===== config.mk =====
export PLATFORM = sky130hd
export DESIGN_NAME = sec_attr_gate
export DESIGN_NICKNAME = d
export VERILOG_FILES = /design/src/rtl/sag_pkg.sv /design/src/rtl/sag_region_bank.sv /design/src/rtl/sag_lookup.sv /design/src/rtl/sag_fault_status.sv /design/src/rtl/sec_attr_gate.sv
export SDC_FILE = /design/constraint.sdc
export NUM_CORES = 1
export LEC_CHECK = 0
export BUFFER_PORTS_ARGS = -buffer_cell sky130_fd_sc_hd__buf_2
export CAP_MARGIN = 20
export CORE_AREA = 2 2 295 297
export DETAILED_ROUTE_END_ITERATION = 12
export DIE_AREA = 0 0 297 299
export HOLD_SLACK_MARGIN = 0.12
export PLACE_DENSITY_LB_ADDON = 0.2
export REMOVE_ABC_BUFFERS = 1
export SYNTH_ARGS = -nofsm -noshare
export SYNTH_HDL_FRONTEND = slang
export SYNTH_SLANG_ARGS = --single-unit

===== constraint.sdc =====
create_clock -name clk -period 5 [get_ports clk]
set_input_delay 1 -clock clk [delete_from_list [all_inputs] [get_ports clk]]
set_output_delay 1 -clock clk [all_outputs]
set_load 0.01 [all_outputs]

===== src/rtl/sag_pkg.sv =====
package sag_pkg;

    typedef enum logic [1:0] {
        ATTR_NS  = 2'd0,
        ATTR_S   = 2'd1,
        ATTR_NSC = 2'd2
    } attr_e;

    typedef enum logic [1:0] {
        KIND_FETCH = 2'd0,
        KIND_READ  = 2'd1,
        KIND_WRITE = 2'd2
    } kind_e;

    typedef enum logic [1:0] {
        CFG_BASE  = 2'd0,
        CFG_LIMIT = 2'd1,
        CFG_CTRL  = 2'd2,
        CFG_CLEAR = 2'd3
    } cfg_sel_e;

endpackage


===== src/rtl/sag_region_bank.sv =====
module sag_region_bank #(
    parameter int NUM_REG   = 8,
    parameter int ADDR_W    = 32,
    parameter int GRAN_LOG2 = 5,
    localparam int BLK_W    = ADDR_W - GRAN_LOG2,
    localparam int IDX_W    = $clog2(NUM_REG)
) (
    input  logic                              clk,
    input  logic                              rst_n,
    input  logic                              we_i,
    input  logic [IDX_W-1:0]                  idx_i,
    input  logic [1:0]                        sel_i,
    input  logic [ADDR_W-1:0]                 wdata_i,
    output logic [NUM_REG-1:0]                en_o,
    output logic [NUM_REG-1:0]                nsc_o,
    output logic [NUM_REG-1:0][BLK_W-1:0]     base_o,
    output logic [NUM_REG-1:0][BLK_W-1:0]     limit_o
);
    import sag_pkg::*;

    typedef struct packed {
        logic             en;
        logic             nsc;
        logic [BLK_W-1:0] base;
        logic [BLK_W-1:0] limit;
    } region_t;

    region_t [NUM_REG-1:0] st_d, st_q;

    logic unused_bits;
    assign unused_bits = ^wdata_i[GRAN_LOG2-1:2];

    always_comb begin
        st_d = st_q;
        if (we_i && (int'(idx_i) < NUM_REG)) begin
            case (cfg_sel_e'(sel_i))
                CFG_BASE:  st_d[idx_i].base  = wdata_i[ADDR_W-1:GRAN_LOG2];
                CFG_LIMIT: st_d[idx_i].limit = wdata_i[ADDR_W-1:GRAN_LOG2];
                CFG_CTRL: begin
                    st_d[idx_i].en  = wdata_i[0];
                    st_d[idx_i].nsc = wdata_i[1];
                end
                default: ;
            endcase
        end
    end

    always_ff @(posedge clk or negedge rst_n) begin
        if (!rst_n) st_q <= '0;
        else        st_q <= st_d;
    end

    for (genvar g = 0; g < NUM_REG; g++) begin : g_out
        assign en_o[g]    = st_q[g].en;
        assign nsc_o[g]   = st_q[g].nsc;
        assign base_o[g]  = st_q[g].base;
        assign limit_o[g] = st_q[g].limit;
    end

    AST_CTRL_WRITE_TAKES: assert property (@(posedge clk) disable iff (!rst_n)
        (we_i && sel_i == 2'd2) |=> (en_o[$past(idx_i)] == $past(wdata_i[0])) &&
                                     (nsc_o[$past(idx_i)] == $past(wdata_i[1])));

endmodule


===== src/rtl/sag_lookup.sv =====
module sag_lookup #(
    parameter int NUM_REG   = 8,
    parameter int ADDR_W    = 32,
    parameter int GRAN_LOG2 = 5,
    localparam int BLK_W    = ADDR_W - GRAN_LOG2
) (
    input  logic [ADDR_W-1:0]             addr_i,
    input  logic [NUM_REG-1:0]            en_i,
    input  logic [NUM_REG-1:0]            nsc_i,
    input  logic [NUM_REG-1:0][BLK_W-1:0] base_i,
    input  logic [NUM_REG-1:0][BLK_W-1:0] limit_i,
    output sag_pkg::attr_e                attr_o,
    output logic                          hit_o
);
    import sag_pkg::*;

    logic [BLK_W-1:0]   blk;
    logic [NUM_REG-1:0] hit_v;
    logic               unused_low;

    assign blk        = addr_i[ADDR_W-1:GRAN_LOG2];
    assign unused_low = ^addr_i[GRAN_LOG2-1:0];

    for (genvar g = 0; g < NUM_REG; g++) begin : g_match
        assign hit_v[g] = en_i[g] && (blk >= base_i[g]) && (blk <= limit_i[g]);
    end

    always_comb begin
        attr_o = ATTR_S;
        hit_o  = 1'b0;
        for (int i = NUM_REG - 1; i >= 0; i--) begin
            if (hit_v[i]) begin
                attr_o = nsc_i[i] ? ATTR_NSC : ATTR_NS;
                hit_o  = 1'b1;
            end
        end
    end

endmodule


===== src/rtl/sag_fault_status.sv =====
module sag_fault_status #(
    parameter int ADDR_W = 32
) (
    input  logic              clk,
    input  logic              rst_n,
    input  logic              fault_i,
    input  logic [ADDR_W-1:0] addr_i,
    input  logic              clr_i,
    output logic              pend_o,
    output logic [ADDR_W-1:0] addr_o
);
    typedef struct packed {
        logic              pend;
        logic [ADDR_W-1:0] addr;
    } stat_t;

    stat_t st_d, st_q;

    always_comb begin
        st_d = st_q;
        if (clr_i) st_d = '0;
        if (fault_i && !st_d.pend) begin
            st_d.pend = 1'b1;
            st_d.addr = addr_i;
        end
    end

    always_ff @(posedge clk or negedge rst_n) begin
        if (!rst_n) st_q <= '0;
        else        st_q <= st_d;
    end

    assign pend_o = st_q.pend;
    assign addr_o = st_q.addr;

    AST_FAULT_ADDR_HELD: assert property (@(posedge clk) disable iff (!rst_n)
        (pend_o && !clr_i) |=> (pend_o && $stable(addr_o)));

    AST_FAULT_SETS_PENDING: assert property (@(posedge clk) disable iff (!rst_n)
        fault_i |=> pend_o);

endmodule


===== src/rtl/sec_attr_gate.sv =====
module sec_attr_gate #(
    parameter int          NUM_REG   = 8,
    parameter int          ADDR_W    = 32,
    parameter int          GRAN_LOG2 = 5,
    parameter int          INSN_W    = 32,
    parameter logic [31:0] GATE_OP   = 32'hB00C_5EC1,
    localparam int         IDX_W     = $clog2(NUM_REG),
    localparam int         BLK_W     = ADDR_W - GRAN_LOG2
) (
    input  logic              clk,
    input  logic              rst_n,
    input  logic              cfg_we,
    input  logic [IDX_W-1:0]  cfg_idx,
    input  logic [1:0]        cfg_sel,
    input  logic [ADDR_W-1:0] cfg_wdata,
    input  logic              acc_valid,
    input  logic [ADDR_W-1:0] acc_addr,
    input  logic [1:0]        acc_kind,
    input  logic              acc_ns,
    input  logic [INSN_W-1:0] acc_insn,
    output logic              out_valid,
    output logic [1:0]        out_attr,
    output logic              out_prot_ns,
    output logic              out_fault,
    output logic              out_gateway,
    output logic              fault_pending,
    output logic [ADDR_W-1:0] fault_addr
);
    import sag_pkg::*;

    typedef struct packed {
        logic  valid;
        attr_e attr;
        logic  prot_ns;
        logic  fault;
        logic  gateway;
    } resp_t;

    logic [NUM_REG-1:0]            rg_en, rg_nsc;
    logic [NUM_REG-1:0][BLK_W-1:0] rg_base, rg_limit;
    attr_e                         lk_attr;
    logic                          lk_hit;
    logic                          clr;
    resp_t                         rs_d, rs_q;

    sag_region_bank #(
        .NUM_REG(NUM_REG), .ADDR_W(ADDR_W), .GRAN_LOG2(GRAN_LOG2)
    ) i_bank (
        .clk(clk), .rst_n(rst_n), .we_i(cfg_we), .idx_i(cfg_idx),
        .sel_i(cfg_sel), .wdata_i(cfg_wdata), .en_o(rg_en), .nsc_o(rg_nsc),
        .base_o(rg_base), .limit_o(rg_limit)
    );

    sag_lookup #(
        .NUM_REG(NUM_REG), .ADDR_W(ADDR_W), .GRAN_LOG2(GRAN_LOG2)
    ) i_lookup (
        .addr_i(acc_addr), .en_i(rg_en), .nsc_i(rg_nsc), .base_i(rg_base),
        .limit_i(rg_limit), .attr_o(lk_attr), .hit_o(lk_hit)
    );

    always_comb begin
        logic is_fetch, to_secure, gate_ok, bad;
        is_fetch  = (acc_kind == KIND_FETCH);
        to_secure = (lk_attr != ATTR_NS);
        gate_ok   = is_fetch && (lk_attr == ATTR_NSC) && (acc_insn == GATE_OP[INSN_W-1:0]);
        bad       = acc_ns && to_secure && !gate_ok;

        rs_d         = '0;
        rs_d.attr    = lk_attr;
        if (acc_valid) begin
            rs_d.fault   = bad;
            rs_d.valid   = !bad;
            rs_d.prot_ns = !bad && !to_secure;
            rs_d.gateway = acc_ns && gate_ok;
        end
    end

    always_ff @(posedge clk or negedge rst_n) begin
        if (!rst_n) rs_q <= '{valid: 1'b0, attr: ATTR_S, prot_ns: 1'b0, fault: 1'b0, gateway: 1'b0};
        else        rs_q <= rs_d;
    end

    assign clr = cfg_we && (cfg_sel == CFG_CLEAR);

    sag_fault_status #(.ADDR_W(ADDR_W)) i_status (
        .clk(clk), .rst_n(rst_n), .fault_i(rs_d.fault), .addr_i(acc_addr),
        .clr_i(clr), .pend_o(fault_pending), .addr_o(fault_addr)
    );

    assign out_valid   = rs_q.valid;
    assign out_attr    = rs_q.attr;
    assign out_prot_ns = rs_q.prot_ns;
    assign out_fault   = rs_q.fault;
    assign out_gateway = rs_q.gateway;

    AST_NS_DATA_FAULT: assert property (@(posedge clk) disable iff (!rst_n)
        (acc_valid && acc_ns && acc_kind != 2'd0 && lk_attr != ATTR_NS)
        |=> (out_fault && !out_valid));

    AST_SEC_NEVER_FAULT: assert property (@(posedge clk) disable iff (!rst_n)
        (acc_valid && !acc_ns) |=> (!out_fault && out_valid));

    AST_PROT_ONLY_NS: assert property (@(posedge clk) disable iff (!rst_n)
        out_prot_ns |-> (out_valid && out_attr == 2'd0));

    AST_GATE_IN_NSC: assert property (@(posedge clk) disable iff (!rst_n)
        out_gateway |-> (out_attr == 2'd2 && out_valid && !out_fault));

    AST_IDLE_QUIET: assert property (@(posedge clk) disable iff (!rst_n)
        !acc_valid |=> (!out_valid && !out_fault && !out_gateway));

    AST_UNMATCHED_SECURE: assert property (@(posedge clk) disable iff (!rst_n)
        (acc_valid && !lk_hit) |=> (out_attr == 2'd1));

endmodule


# Word level (Yosys, flattened, before mapping)
# Cells that the tools add are included.
# classes
n_addsub	0
n_mul	0
n_div	0
magnitude_cmp	18
eq_ne	5
shift	0
muxes	33
n_bitwise	0
n_reduce_logical	35
# op_table
cell	count
$bwmux W448	4
$pmux W448 S3	1
$demux W56 S3	4
$ge A27 B27 Y1	8
$le A27 B27 Y1	8
$mux W33	2
$mux W56	1
$mux W55	1
$mux W54	1
$eq A32 B32 Y1 const B	1
$mux W2	16
$mux W27	1
$logic_and A1 B1 Y1	25
$eq A2 B2 Y1 const B	3
$logic_not A1 Y1	4
$logic_not A2 Y1	2
$lt A3 B4 Y1 const B	1
$reduce_bool A2 Y1	2
$ge A3 B1 Y1 const B	1
$mux W3	1
$reduce_bool A3 Y1	1
$eq A2 B1 Y1 const B	1
$reduce_and A2 Y1	1
$mux W1	1
# word_totals
reg_bits	487
latchBits	0
ram_bits	0
romBits	0
out_inout_bits	39
word_cells	130
memories	0

# Depth between registers and ports, before layout
# depth
word_depth	21
mapped_depth	14
mapped_depth_nobuf	13

# Cells and area by module
# From an unflattened synthesis, not the netlist that was laid out.
# unflattened
hier_cells	2906
area_unflattened_um2	30222.7
# modules_own_cells
mod	n_inst	cells_per_inst	area_per_inst_um2	seq_area_each_um2
sag_region_bank	1	1193	17170.2	11210.8
sag_lookup	1	1540	11016.8	0.0
sag_fault_status	1	147	1719.1	825.8
sec_attr_gate	1	26	316.6	151.4

# Least setup slack after synthesis
# Ideal clock, no wire load.
# synth_path
path_type	input to register
startpoint	in acc_addr[5]
endpoint	reg i_status.st_q (netlist bit i_status.addr_o[5])
setup_time_ns	0.083
arrival_time_ns	3.794
setup_slack_ns	1.123
stages	14
n_path_buf	1
cell_sequence	inv_1 ha_1 and4_1 nand2_1 or3_1 a21oi_1 o41ai_2 a311o_1 o21ai_0 o41a_1 a211oi_4 a211oi_4 buf_8 mux2i_1
# synth_via
elab_chain_len	19
# synth_lines
element	line	rtl
start: declaration	sec_attr_gate.sv:17	input logic [ADDR_W-1:0] acc_addr,
$ge A27 B27 Y1	sag_lookup.sv:25	assign hit_v[g] = en_i[g] && (blk >= base_i[g]) && (blk <= limit_i[g]);
$logic_and A1 B1 Y1 (2 in a row)	sag_lookup.sv:25	
$mux W2 (8 in a row)	sag_lookup.sv:32	if (hit_v[i]) begin
$eq A2 B2 Y1	sec_attr_gate.sv:65	gate_ok = is_fetch && (lk_attr == ATTR_NSC) && (acc_insn == GATE_OP[INSN_W-1:0]);
$logic_and A1 B1 Y1 (2 in a row)	sec_attr_gate.sv:65	
$logic_not A1 Y1	sec_attr_gate.sv:66	bad = acc_ns && to_secure && !gate_ok;
$logic_and A1 B1 Y1	sec_attr_gate.sv:66	
$mux W3	sec_attr_gate.sv:70	if (acc_valid) begin
$logic_and A1 B1 Y1	sag_fault_status.sv:22	if (fault_i && !st_d.pend) begin
$mux W33 / $reduce_bool A2 Y1 (equally long branches)	n/a	
end signal: assignment	sag_fault_status.sv:30	else st_q <= st_d;
end: declaration	sag_fault_status.sv:17	stat_t st_d, st_q;
# Parallel ways exist; a longest one is shown, timed or not.
# A chain may end at the register's enable or synchronous reset.

# Worst setup path in the final report
# layout_path
startpoint	in acc_addr[26]
endpoint	reg i_status.st_q (netlist bit i_status.addr_o[7])
# layout_via
elab_chain_len	19
# layout_lines
element	line
$ge A27 B27 Y1	sag_lookup.sv:25
$logic_and A1 B1 Y1 (2 in a row)	sag_lookup.sv:25
$mux W2 (7 in a row)	sag_lookup.sv:32
$mux W2 *	sag_lookup.sv:32
$eq A2 B2 Y1	sec_attr_gate.sv:65
$logic_and A1 B1 Y1 (2 in a row)	sec_attr_gate.sv:65
$logic_not A1 Y1	sec_attr_gate.sv:66
$logic_and A1 B1 Y1 *	sec_attr_gate.sv:66
$mux W3 *	sec_attr_gate.sv:70
$logic_and A1 B1 Y1 *	sag_fault_status.sv:22
$mux W33 / $reduce_bool A2 Y1 (equally long branches)	n/a
# Mark *: on every way between the ends. The rest lies on a longest branch, timed or not.

==> metrics.md <==
| Metric | Value |
|---|---|
| Hold buffers post-CTS | `0` |
| Kind of critical path | `primary input to flip-flop` |
| First-pass GRT wire length | `approximately 140000 um` |
| Post-CTS setup buffer count | `0` |
| FF-to-FF setup slack | `slightly below 0.9 ns` |
| Ys Warns | `0` |
| WP data arrival | `between 4 and 5 ns` |
| Remaining DRCs | `0` |
| Total track usage | `20.8%` |
| CTS H-Tree Depth | `2` |
| DP Wirelength | `roughly 65000 um` |
| Fin crit share | `87.3%` |
| Post-synthesis cell type count | `roughly 70` |
| Drt total wl | `around 93000 um` |
| Fmax | `0.229 GHz` |
| Post-DRT Antenna Nets | `0` |
| Wirelength per Cell | `roughly 22 um` |
| CTS tree | `done` |
| Worst r2r dst | `i_status.addr_o[7]` |
| Core area | `between 0.08 and 0.09 mm^2` |
| CTS resizes | `0` |
| R2R cell count | `15` |
| Max Cap Violations | `0` |
| CP startpoint kind | `primary input` |
| CP Data Required Time | `5.53 ns` |
| Status | `complete, no violations` |
| Initial DRC Count | `roughly 1300` |
| Area grow syn2layout | `15.0%` |
| Largest net degree at the start of global routing | `100` |
| Final hold viol count | `0` |
| Worst-margin pin slew | `approximately 1.1 ns` |
| Seq cells post-synth | `487` |
| NumNets Final | `approximately 3600` |
| Worst-path fanout max | `32` |
| Maximum vdd drop | `about 0.23 mV` |
| Top_reg_cell synth | `dfrtp_1` |
| CTS Sinks | `between 400 and 500` |
| Port bufs | `about 140` |
| Post-synthesis cell count | `between 2000 and 3000` |
| Slew Viols, Final | `0` |
| Final core occ | `38.8%` |
| Initial Util | `between 30% and 40%` |
| Via Count | `around 23000` |
| Die Y | `299 um` |
| Die area | `between 0.08 and 0.09 mm^2` |
| Number of synthesized flops with an enable pin | `0` |
| Via density | `~5.4` |
| Post-synthesis area per instance | `around 10 um^2` |
| Number of antenna violations at the first check in global routing | `1` |
| Setup_tns | `0 ns` |
| Placer Congestion | `roughly 0.86` |
| P per Cell Area | `about 310 mW/mm^2` |
| Clock-pin slew on the worst setup and hold paths | `about 0.060 ns` |
| Lkg Pwr | `between 15 and 20 nW` |
| RSZ-0062 raised after global routing | `false` |
| Setup violations, final | `0` |
| CP endpoint kind | `flip-flop` |
| TritonCTS Buffers | `56` |
| Ys async rst share | `100%` |
| Cell Area, Synth | `0.0290 mm^2` |
| Final min period | `4.37 ns` |
| Vias in the first global route | `about 23000` |
| Max Root-Sink Buffers | `3` |
| Worst-Skew Late Latency | `between 0.6 and 0.7 ns` |
| # IOs | `147` |
| Skew final | `roughly 0.017 ns` |
| Layout cells sized above 1 | `between 10% and 20%` |
| 1st-pass router iterations | `5` |
| Site Rows | `108` |
| Global route total overflow | `0` |
| Rel. slew slack | `24.8%` |
| FILL cells | `8492` |
| Hold Path Class | `primary input to asynchronous set/reset pin` |
| Chip width | `approximately 300 um` |
| Clk root buf | `clkbuf_16` |
| Seq/Total Area, Yosys | `42.1%` |
==> power by group <==
part	switching (mW)	internal (mW)
logic	1.16	0.768
registers	0.168	4.24
clock network	1.68	2.29
==> worst max-delay path by stage <==
stage	from	to	slack, ns	cells past startpoint
2_1_floorplan	acc_addr[5]	i_status.addr_o[0]	0.36	13
3_3_place_gp	acc_addr[26]	i_status.addr_o[15]	0.08	17
3_5_place_dp	acc_addr[26]	i_status.addr_o[7]	0.06	17
4_1_cts	acc_addr[26]	i_status.addr_o[7]	0.69	17
5_1_grt	acc_addr[26]	i_status.addr_o[7]	0.56	17
6_report	acc_addr[26]	i_status.addr_o[7]	0.63	15
==> layout by cell type, fill, tap and decap left out, drive strengths merged, types with 78 or more instances in the layout <==
master  synthesis  final
dfrtp         486    486
inv           479    479
o21ai          78     78
buf            38    251
clkbuf        105     81
ha            436    436
a22o          433    433
a21oi         132    132
nand2         126    126
==> layout make-up <==
class / count / area, um^2 / area share [%]
flip-flops and latches: 487 / 12200 / 36.6
repair buffers: 251 / 1720 / 5.17
inverters: 479 / 1800 / 5.40
clock inverters: 13 / 118 / 0.353
clock buffers: 81 / 1600 / 4.79
well taps: 1155 / 1450 / 4.34
diodes: 1 / 2.50 / 0.00751
multi-input cells: 1737 / 14400 / 43.4
==> synth_stat cells, types with 19 or more instances <==
library cell  instances  share of area [%]
nand4_1              68                1.5
nor2_1               68               0.88
nand2_1             126                1.6
dfrtp_1             486                 42
o21ai_0              63                1.1
o211ai_1             20               0.52
a21o_1               40                1.0
nand3_1              49               0.85
nor2b_1              19               0.41
a211oi_1             33               0.86
mux2i_1              34                1.2
nor3_1               21               0.36
ha_1                436                 19
buf_1                35               0.45
clkbuf_1            105                1.4
inv_1               479                6.2
a21oi_1             132                2.3
a22o_1              433                 13
==> routing by layer <==
layer,wire [um],up-vias,track usage (%)
met3,4350,149,2.78
met1,43900,11597,29.2
met5,7,-,0
li1,-,10583,-
met4,2480,2,5.87
met2,42000,557,33.4
==> logic make-up after synthesis <==
family | Yosys count | share of synthesized area (%)
AND/OR/NAND/NOR | 430 | 7.59
buffers and inverters | 622 | 8.18
AO/OA/AOI/OAI | 837 | 22.1
adder cells (fa/ha/maj) | 436 | 18.8
multiplexers | 34 | 1.18
flip-flops | 487 | 42.1
==> metrics by stage <==
stage	hold slack (ns)	setup slack (ns)	instances	power, mW	area (um^2)
global route	0.480	0.562	4203	10.8	33300
finish	0.382	0.634	4204	10.3	33300
CTS	0.443	0.687	4200	10.4	33200
floorplan	0.449	0.358	2703	5.51	28400
detailed placement	0.491	0.0622	4106	6.40	31500
global placement	0.488	0.0830	4106	6.32	31500
==> critical path: stages <==
cell and delay (ns):
buf_2 0.21, ha_1 0.34, nand4_1 0.26, or4_1 0.66, nor4_1 0.37, buf_4 0.22
a211oi_1 0.05, o21ai_1 0.16, o221ai_2 0.14, o311ai_2 0.30, a21o_2 0.26, a211oi_4 0.10
a211oi_4 0.22, buf_12 0.27, mux2i_1 0.25
(Power assumes the default switching activity.)
